<file path="src/rtl/fwb_pkg.sv">
package fwb_pkg;

  typedef struct packed {
    logic baseWe;
    logic slotWe;
    logic validClr;
    logic violSet;
    logic violClr;
  } fwbStrobe_t;

  localparam int OFS_BASE  = 'h000;
  localparam int OFS_CMD   = 'h004;
  localparam int OFS_VALID = 'h008;
  localparam int OFS_STAT  = 'h00C;
  localparam int OFS_SLOT  = 'h100;

endpackage

</file>
<file path="src/rtl/fwb_ctrl.sv">
module fwb_ctrl
  import fwb_pkg::*;
#(
  parameter int WORDS = 32,
  parameter int REG_AW = 9,
  parameter int DATA_W = 32,
  parameter logic [15:0] KEY = 16'h5AC3,
  localparam int SLOT_W = $clog2(WORDS)
) (
  input  logic              clk,
  input  logic              rstN,
  input  logic              regWe,
  input  logic [REG_AW-1:0] regAddr,
  input  logic [DATA_W-1:0] regWdata,
  input  logic [WORDS-1:0]  validMap,
  input  logic              protDeny,
  input  logic              arrAck,
  output fwbStrobe_t        stb,
  output logic              busy,
  output logic              arrReq,
  output logic [SLOT_W-1:0] curSlot
);

  localparam int TAG_W = REG_AW - SLOT_W - 2;
  localparam logic [TAG_W-1:0] SLOT_TAG = TAG_W'(OFS_SLOT >> (SLOT_W + 2));

  typedef enum logic {ST_IDLE, ST_RUN} state_t;

  state_t          state;
  logic [WORDS-1:0] pending;
  logic hitBase, hitCmd, hitStat, hitSlot, keyOk, startReq;

  always_comb begin
    hitBase  = regWe && (regAddr == REG_AW'(OFS_BASE));
    hitCmd   = regWe && (regAddr == REG_AW'(OFS_CMD));
    hitStat  = regWe && (regAddr == REG_AW'(OFS_STAT));
    hitSlot  = regWe && (regAddr[REG_AW-1:SLOT_W+2] == SLOT_TAG) && (regAddr[1:0] == 2'b00);
    keyOk    = (regWdata[31:16] == KEY) && regWdata[0];
    startReq = hitCmd && keyOk && (state == ST_IDLE);
  end

  // lowest pending slot goes first
  always_comb begin
    curSlot = '0;
    for (int i = WORDS - 1; i >= 0; i--) begin
      if (pending[i]) curSlot = SLOT_W'(i);
    end
  end

  assign busy   = (state == ST_RUN);
  assign arrReq = busy && (pending != '0);

  always_comb begin
    stb          = '0;
    stb.baseWe   = hitBase && !busy;
    stb.slotWe   = hitSlot && !busy;
    stb.violSet  = startReq && protDeny;
    stb.violClr  = hitStat && regWdata[0];
    stb.validClr = busy && (pending == '0);
  end

  always_ff @(posedge clk or negedge rstN) begin
    if (!rstN) begin
      state   <= ST_IDLE;
      pending <= '0;
    end else begin
      case (state)
        ST_IDLE: begin
          if (startReq && !protDeny) begin
            state   <= ST_RUN;
            pending <= validMap;
          end
        end
        ST_RUN: begin
          if (pending == '0) begin
            state <= ST_IDLE;
          end else if (arrAck) begin
            pending[curSlot] <= 1'b0;
          end
        end
        default: state <= ST_IDLE;
      endcase
    end
  end

  // a request waits, unchanged, for its acknowledge
  assert_req_hold_R12: assert property (@(posedge clk) disable iff (!rstN)
    (arrReq && !arrAck) |=> (arrReq && $stable(curSlot)));

  // a refused start leaves the sequencer idle
  assert_refuse_idle_R9: assert property (@(posedge clk) disable iff (!rstN)
    (startReq && protDeny) |=> !busy);

endmodule

</file>
<file path="src/rtl/fwb_datapath.sv">
module fwb_datapath
  import fwb_pkg::*;
#(
  parameter int WORDS = 32,
  parameter int REG_AW = 9,
  parameter int DATA_W = 32,
  parameter int FADDR_W = 20,
  localparam int SLOT_W = $clog2(WORDS)
) (
  input  logic               clk,
  input  logic               rstN,
  input  fwbStrobe_t         stb,
  input  logic               busy,
  input  logic [REG_AW-1:0]  regAddr,
  input  logic [DATA_W-1:0]  regWdata,
  input  logic [SLOT_W-1:0]  curSlot,
  output logic [DATA_W-1:0]  regRdata,
  output logic [WORDS-1:0]   validMap,
  output logic [FADDR_W-1:0] rowAddr,
  output logic [FADDR_W-1:0] arrAddr,
  output logic [DATA_W-1:0]  arrData
);

  localparam int ROW_W = FADDR_W - SLOT_W - 2;
  localparam int TAG_W = REG_AW - SLOT_W - 2;
  localparam logic [TAG_W-1:0] SLOT_TAG = TAG_W'(OFS_SLOT >> (SLOT_W + 2));

  logic [ROW_W-1:0]               baseRow;
  logic                           violFlag;
  logic [WORDS-1:0][DATA_W-1:0]   slotFlat;
  logic [SLOT_W-1:0]              slotIdx;

  assign slotIdx = regAddr[SLOT_W+1:2];

  for (genvar g = 0; g < WORDS; g++) begin : gSlot
    logic [DATA_W-1:0] word;
    always_ff @(posedge clk or negedge rstN) begin
      if (!rstN) word <= '0;
      else if (stb.slotWe && (slotIdx == SLOT_W'(g))) word <= regWdata;
    end
    assign slotFlat[g] = word;
  end

  always_ff @(posedge clk or negedge rstN) begin
    if (!rstN) begin
      validMap <= '0;
      baseRow  <= '0;
      violFlag <= 1'b0;
    end else begin
      if (stb.validClr) validMap <= '0;
      else if (stb.slotWe) validMap[slotIdx] <= 1'b1;
      if (stb.baseWe) baseRow <= regWdata[FADDR_W-1:SLOT_W+2];
      if (stb.violSet) violFlag <= 1'b1;
      else if (stb.violClr) violFlag <= 1'b0;
    end
  end

  assign rowAddr = {baseRow, (SLOT_W + 2)'(0)};
  assign arrAddr = {baseRow, curSlot, 2'b00};
  assign arrData = slotFlat[curSlot];

  always_comb begin
    regRdata = '0;
    if (regAddr == REG_AW'(OFS_BASE)) regRdata = DATA_W'(rowAddr);
    else if (regAddr == REG_AW'(OFS_CMD)) regRdata = DATA_W'(busy);
    else if (regAddr == REG_AW'(OFS_VALID)) regRdata = DATA_W'(validMap);
    else if (regAddr == REG_AW'(OFS_STAT)) regRdata = DATA_W'(violFlag);
    else if (regAddr[REG_AW-1:SLOT_W+2] == SLOT_TAG) regRdata = slotFlat[slotIdx];
  end

  // the flag drops only on a clear strobe
  assert_viol_sticky_R10: assert property (@(posedge clk) disable iff (!rstN)
    ($past(violFlag) && !$past(stb.violClr)) |-> violFlag);

endmodule

</file>
<file path="src/rtl/flash_wrbuf.sv">
module flash_wrbuf
  import fwb_pkg::*;
#(
  parameter int WORDS = 32,
  parameter int REG_AW = 9,
  parameter int DATA_W = 32,
  parameter int FADDR_W = 20,
  parameter logic [15:0] KEY = 16'h5AC3
) (
  input  logic               clk,
  input  logic               rstN,
  input  logic               regWe,
  input  logic [REG_AW-1:0]  regAddr,
  input  logic [DATA_W-1:0]  regWdata,
  output logic [DATA_W-1:0]  regRdata,
  output logic [FADDR_W-1:0] protRowAddr,
  input  logic               protDeny,
  output logic               arrReq,
  output logic [FADDR_W-1:0] arrAddr,
  output logic [DATA_W-1:0]  arrData,
  input  logic               arrAck
);

  localparam int SLOT_W = $clog2(WORDS);

  fwbStrobe_t        stb;
  logic              busy;
  logic [WORDS-1:0]  validMap;
  logic [SLOT_W-1:0] curSlot;

  fwb_ctrl #(.WORDS(WORDS), .REG_AW(REG_AW), .DATA_W(DATA_W), .KEY(KEY)) u_ctrl (
    .clk(clk), .rstN(rstN), .regWe(regWe), .regAddr(regAddr), .regWdata(regWdata),
    .validMap(validMap), .protDeny(protDeny), .arrAck(arrAck),
    .stb(stb), .busy(busy), .arrReq(arrReq), .curSlot(curSlot)
  );

  fwb_datapath #(.WORDS(WORDS), .REG_AW(REG_AW), .DATA_W(DATA_W), .FADDR_W(FADDR_W)) u_dp (
    .clk(clk), .rstN(rstN), .stb(stb), .busy(busy), .regAddr(regAddr), .regWdata(regWdata),
    .curSlot(curSlot), .regRdata(regRdata), .validMap(validMap), .rowAddr(protRowAddr),
    .arrAddr(arrAddr), .arrData(arrData)
  );

  // every programmed word sits in a filled slot of the base row
  assert_valid_slot_R5: assert property (@(posedge clk) disable iff (!rstN)
    arrReq |-> (validMap[arrAddr[SLOT_W+1:2]] &&
                arrAddr[FADDR_W-1:SLOT_W+2] == protRowAddr[FADDR_W-1:SLOT_W+2]));

  // the bitmap is empty once busy falls
  assert_clear_done_R6: assert property (@(posedge clk) disable iff (!rstN)
    $fell(busy) |-> (validMap == '0));

  // the bitmap is frozen while a commit runs
  assert_frozen_R8: assert property (@(posedge clk) disable iff (!rstN)
    (busy && $past(busy)) |-> $stable(validMap));

endmodule

</file>
<file path="config.mk">
export PLATFORM = sky130hd
export DESIGN_NAME = flash_wrbuf
export DESIGN_NICKNAME = d
export VERILOG_FILES = /design/src/rtl/fwb_pkg.sv /design/src/rtl/fwb_ctrl.sv /design/src/rtl/fwb_datapath.sv /design/src/rtl/flash_wrbuf.sv
export SDC_FILE = /design/constraint.sdc
export NUM_CORES = 2
export LEC_CHECK = 0
export ABC_CLOCK_PERIOD_IN_PS = 5150
export CAP_MARGIN = 30
export CORE_AREA = 2 2 489 491
export CTS_CLUSTER_SIZE = 14
export DETAILED_ROUTE_END_ITERATION = 6
export DIE_AREA = 0 0 491 493
export PLACE_DENSITY = 0.48
export RECOVER_POWER = 50
export SYNTH_ARGS = -nofsm -noshare
export SYNTH_HDL_FRONTEND = slang
export SYNTH_HIERARCHICAL = 1
export SYNTH_SLANG_ARGS = --single-unit
export TNS_END_PERCENT = 50
</file>
<file path="constraint.sdc">
create_clock -name clk -period 5.15 [get_ports clk]
set_input_delay 1.03 -clock clk [delete_from_list [all_inputs] [get_ports clk]]
set_output_delay 1.03 -clock clk [all_outputs]
set_load 0.02 [all_outputs]
</file>
==> impl_metrics.py <==
metrics = {
    "placed_design": {
        "globalplace.congestion": 0.871,
        "place_area_um2": 65500,
        "port_buffers": 141,
        "hpwl_um": 137000,
    },
    "hold_path": {
        "min_path_cells": 1,
        "hp-start": "u_dp/violFlag$_DFFE_PN0P_",
        "min_path_type": "register to register",
        "hold_end": "u_dp/violFlag$_DFFE_PN0P_",
    },
    "worst_setup_path": {
        "criticalPathCategory": "register to primary output",
        "crit_top_cell": "buf_4",
        "critical-path-top-delay-family": "multiplexers",
        "ff2ff_setup_slack_ns": 0.81,
        "endpoint_kind": "primary output",
        "start_kind": "register",
        "arrival_ns": 4.28,
        "critical_path_buf_inv_count": 6,
        "cp_max_fo": 9,
        "r2r_cells": 7,
        "regToRegStartpoint": "u_ctrl/busy$_DFF_PN0_",
        "crit_chain": "nand2b_4 -> a221oi_4 -> o311a_1 -> o211ai_1 -> buf_4 -> inv_16 -> buf_16 -> buf_4 -> buf_12 -> mux4_2 -> mux4_2 -> mux2_4 -> buf_4",
        "critPathRequiredTime_ns": 4.12,
        "r2r-end": "u_dp/gSlot[23].word[26]$_DFFE_PN0P_",
        "critPathSlowestCell": "mux4_2",
        "max_stage_delay_ns": 0.52,
    },
    "global_routing": {
        "antenna_found_initial": 14,
        "grtUsageTotal_pct": 18.5,
        "grt_max_degree": 132,
        "grt_overflow": 0,
        "grt_pass1_wl_um": 323000,
        "grt_pass1_vias": 40300,
    },
    "power": {
        "peakVddDrop_uv": 329,
        "p_leak_nw": 31.9,
        "power_mw": 20.0,
        "powerDensity_nw_per_um2": 281,
    },
    "outcome": {
        "violations": "max-capacitance violations, max-slew violations, negative setup slack",
        "status": "complete, but fails checks",
    },
    "synthesis": {
        "yosys.area.top_type": "dfrtp_1",
        "ys_ff_latch": 1103,
        "synth_cell_types": 75,
        "synthXorXnorAreaFrac_pct": 0,
        "yosysSeqAreaShare_pct": 46.9,
        "syn_area_um2": 58900,
        "syn_inst": 3927,
        "post-synth-top-count-cell": "dfrtp_1",
        "post_synth.cell_area_avg_um2": 15.0,
        "synth_edf_count": 0,
        "synth_compound_area_share_pct": 4.50,
        "synthAdderAreaFrac_pct": 0,
        "netlist_top_cells_count": "dfrtp_1 (1103), mux2_2 (1080), mux4_2 (506)",
        "synth_ff_type": "dfrtp_1",
        "synth-async-reset-ratio_pct": 100,
        "synthTopCellsByArea": "dfrtp_1 (47%), mux2_2 (21%), mux4_2 (19%), mux2i_1 (2.6%), clkbuf_1 (1.3%)",
        "yosys_warnings": 6,
        "synth-simple-area-share_pct": 2.26,
        "synth_top_area_share_pct": 46.9,
        "synth_top_family_by_area": "multiplexers",
        "synth.area.mux_share_pct": 42.6,
    },
    "sta": {
        "hold_viol": 0,
        "max_freq_ghz": 0.188,
        "whs_ns": 0.487,
        "setup_ws_ns": -0.162,
        "fin_skew_ns": 0.0234,
        "tns_ns": -2.27,
        "relSlewSlack_pct": -72.8,
        "finalSetupViolCount": 31,
        "final.period_utilization_pct": 103,
        "finalMaxSlewViolations": 839,
        "worst_pin_slew_ns": 2.59,
        "rsz0062_at_grt": "true",
        "post-route-min-period_ns": 5.31,
    },
    "floorplan": {
        "num_rows": 179,
        "die_h_um": 493,
        "dieArea_um2": 242000,
        "coreArea_um2": 237000,
        "start_util_pct": 24.9,
        "ioPinCount": 151,
        "die_w_um": 491,
    },
    "cells_and_area": {
        "drive_above_1_share_pct": 53.6,
        "nets": 4159,
        "area_growth_pct": 21.2,
        "finalInstanceArea_um2": 71400,
        "utilization_pct": 30.1,
    },
    "route": {
        "postRouteAntennaNets": 0,
        "drc": 0,
        "wl_per_cell_um": 30.7,
        "dr.pass1.iters": 5,
        "viasPerCell": 5.28,
        "totalWireLength_um": 226000,
        "vias": 38900,
        "drt_iter0_markers": 3077,
    },
    "clock_tree": {
        "clk_pin_slew_worst_paths_ns": 0.06,
        "cts_buffer_depth": 3,
        "cts-hold-fix-buffers": 0,
        "ctsRootBufferMaster": "clkbuf_16",
        "clk_latency_ns": 0.80,
        "numCtsBuffers": 133,
        "tritoncts": "yes",
        "ctsHtreeMaxLevel": 4,
        "cts_sinks": 1103,
    },
    "job": {
        "max_cap_violations": 12,
    },
}
-- cells in the final DEF, fill, tap and decap left out, types with 10 or more instances in the layout --
cell	n
inv_1	28
buf_16	36
a21oi_1	56
clkinv_2	23
nor2_4	17
mux2i_1	155
buf_6	34
nor2_1	62
o21ai_1	10
nand2_1	46
o211ai_1	13
a22o_1	29
clkbuf_8	28
a211oi_1	48
clkdlybuf4s50_1	66
a22oi_1	49
nand3_1	10
mux2_4	30
clkbuf_1	30
dfrtp_1	1097
buf_8	14
nor3_1	11
o22ai_1	33
o21ai_0	28
o221ai_1	29
mux4_2	506
buf_4	196
clkbuf_16	139
mux2_2	1050
nor4_1	13
dlygate4sd3_1	13
buf_12	80
-- where the power goes --
group          leakage [nW]  switching [mW]  internal [mW]
clock                  2.14            3.94           5.52
sequential             15.2           0.185           8.90
combinational          14.6           0.856          0.634
-- worst max-delay path by stage --
stage	startpoint	end	slack [ns]	depth (start not counted)
finish	u_ctrl/pending[30]$_DFFE_PN0P_	arrData[13]	-0.16	13
detailed placement	u_ctrl/pending[31]$_DFFE_PN0P_	arrData[3]	0.06	10
global placement	u_ctrl/pending[31]$_DFFE_PN0P_	arrData[3]	0.05	10
CTS	u_ctrl/pending[27]$_DFFE_PN0P_	arrData[28]	-0.15	13
global route	u_ctrl/pending[29]$_DFFE_PN0P_	arrData[28]	-0.27	13
floorplan	u_ctrl/pending[13]$_DFFE_PN0P_	arrData[10]	0.86	10
-- metal layers --
layer  up-vias  share of wire (%)  global-route usage (%)
met2      1309                 47                    29.7
li1      15600                  -                       -
met3       388                5.5                    3.16
met5         -              0.018                       0
met4         6                3.5                    5.97
met1     21600                 44                    25.5
-- per-stage QoR --
step	cells	worst slack [ns]
floorplan	3935	0.865
global placement	7049	0.0532
detailed placement	7067	0.0596
CTS	7359	-0.151
global route	7375	-0.272
finish	7376	-0.162
-- kinds of logic after synthesis --
| group | after synthesis |
|---|---|
| other | 1 |
| and+or+nand+nor | 255 |
| DFF | 1103 |
| AOI/OAI and AO/OA | 368 |
| buffers and inverters | 459 |
| muxes | 1741 |
-- what timing repair did --
item                                    4_1_cts  5_1_grt
gates cloned                                 17        2
pin swaps                                     8        3
hold endpoints to repair                      0        0
gates resized for setup                     205       42
buffers inserted                             47       11
endpoints found under the setup margin       32       32
-- final cells by class --
type	count	area [um^2]
fill	23800	166000
multi-input combinational	2373	29600
sequential	1103	27600
timing repair buffer	470	5750
tap	3167	3960
clock buffer	188	3900
clock inverter	40	409
inverter	31	133
timing repair inverter	1	16.3
antenna	3	7.51
-- sequential cells by signal (all words and copies together), names as in the netlist --
register / cells
u_dp/gSlot.word: 1024
u_ctrl/busy: 1
u_dp/baseRow: 13
u_ctrl/pending: 32
u_dp/violFlag: 1
u_dp/validMap: 32
No activity file was read; power rests on OpenSTA's default activity.
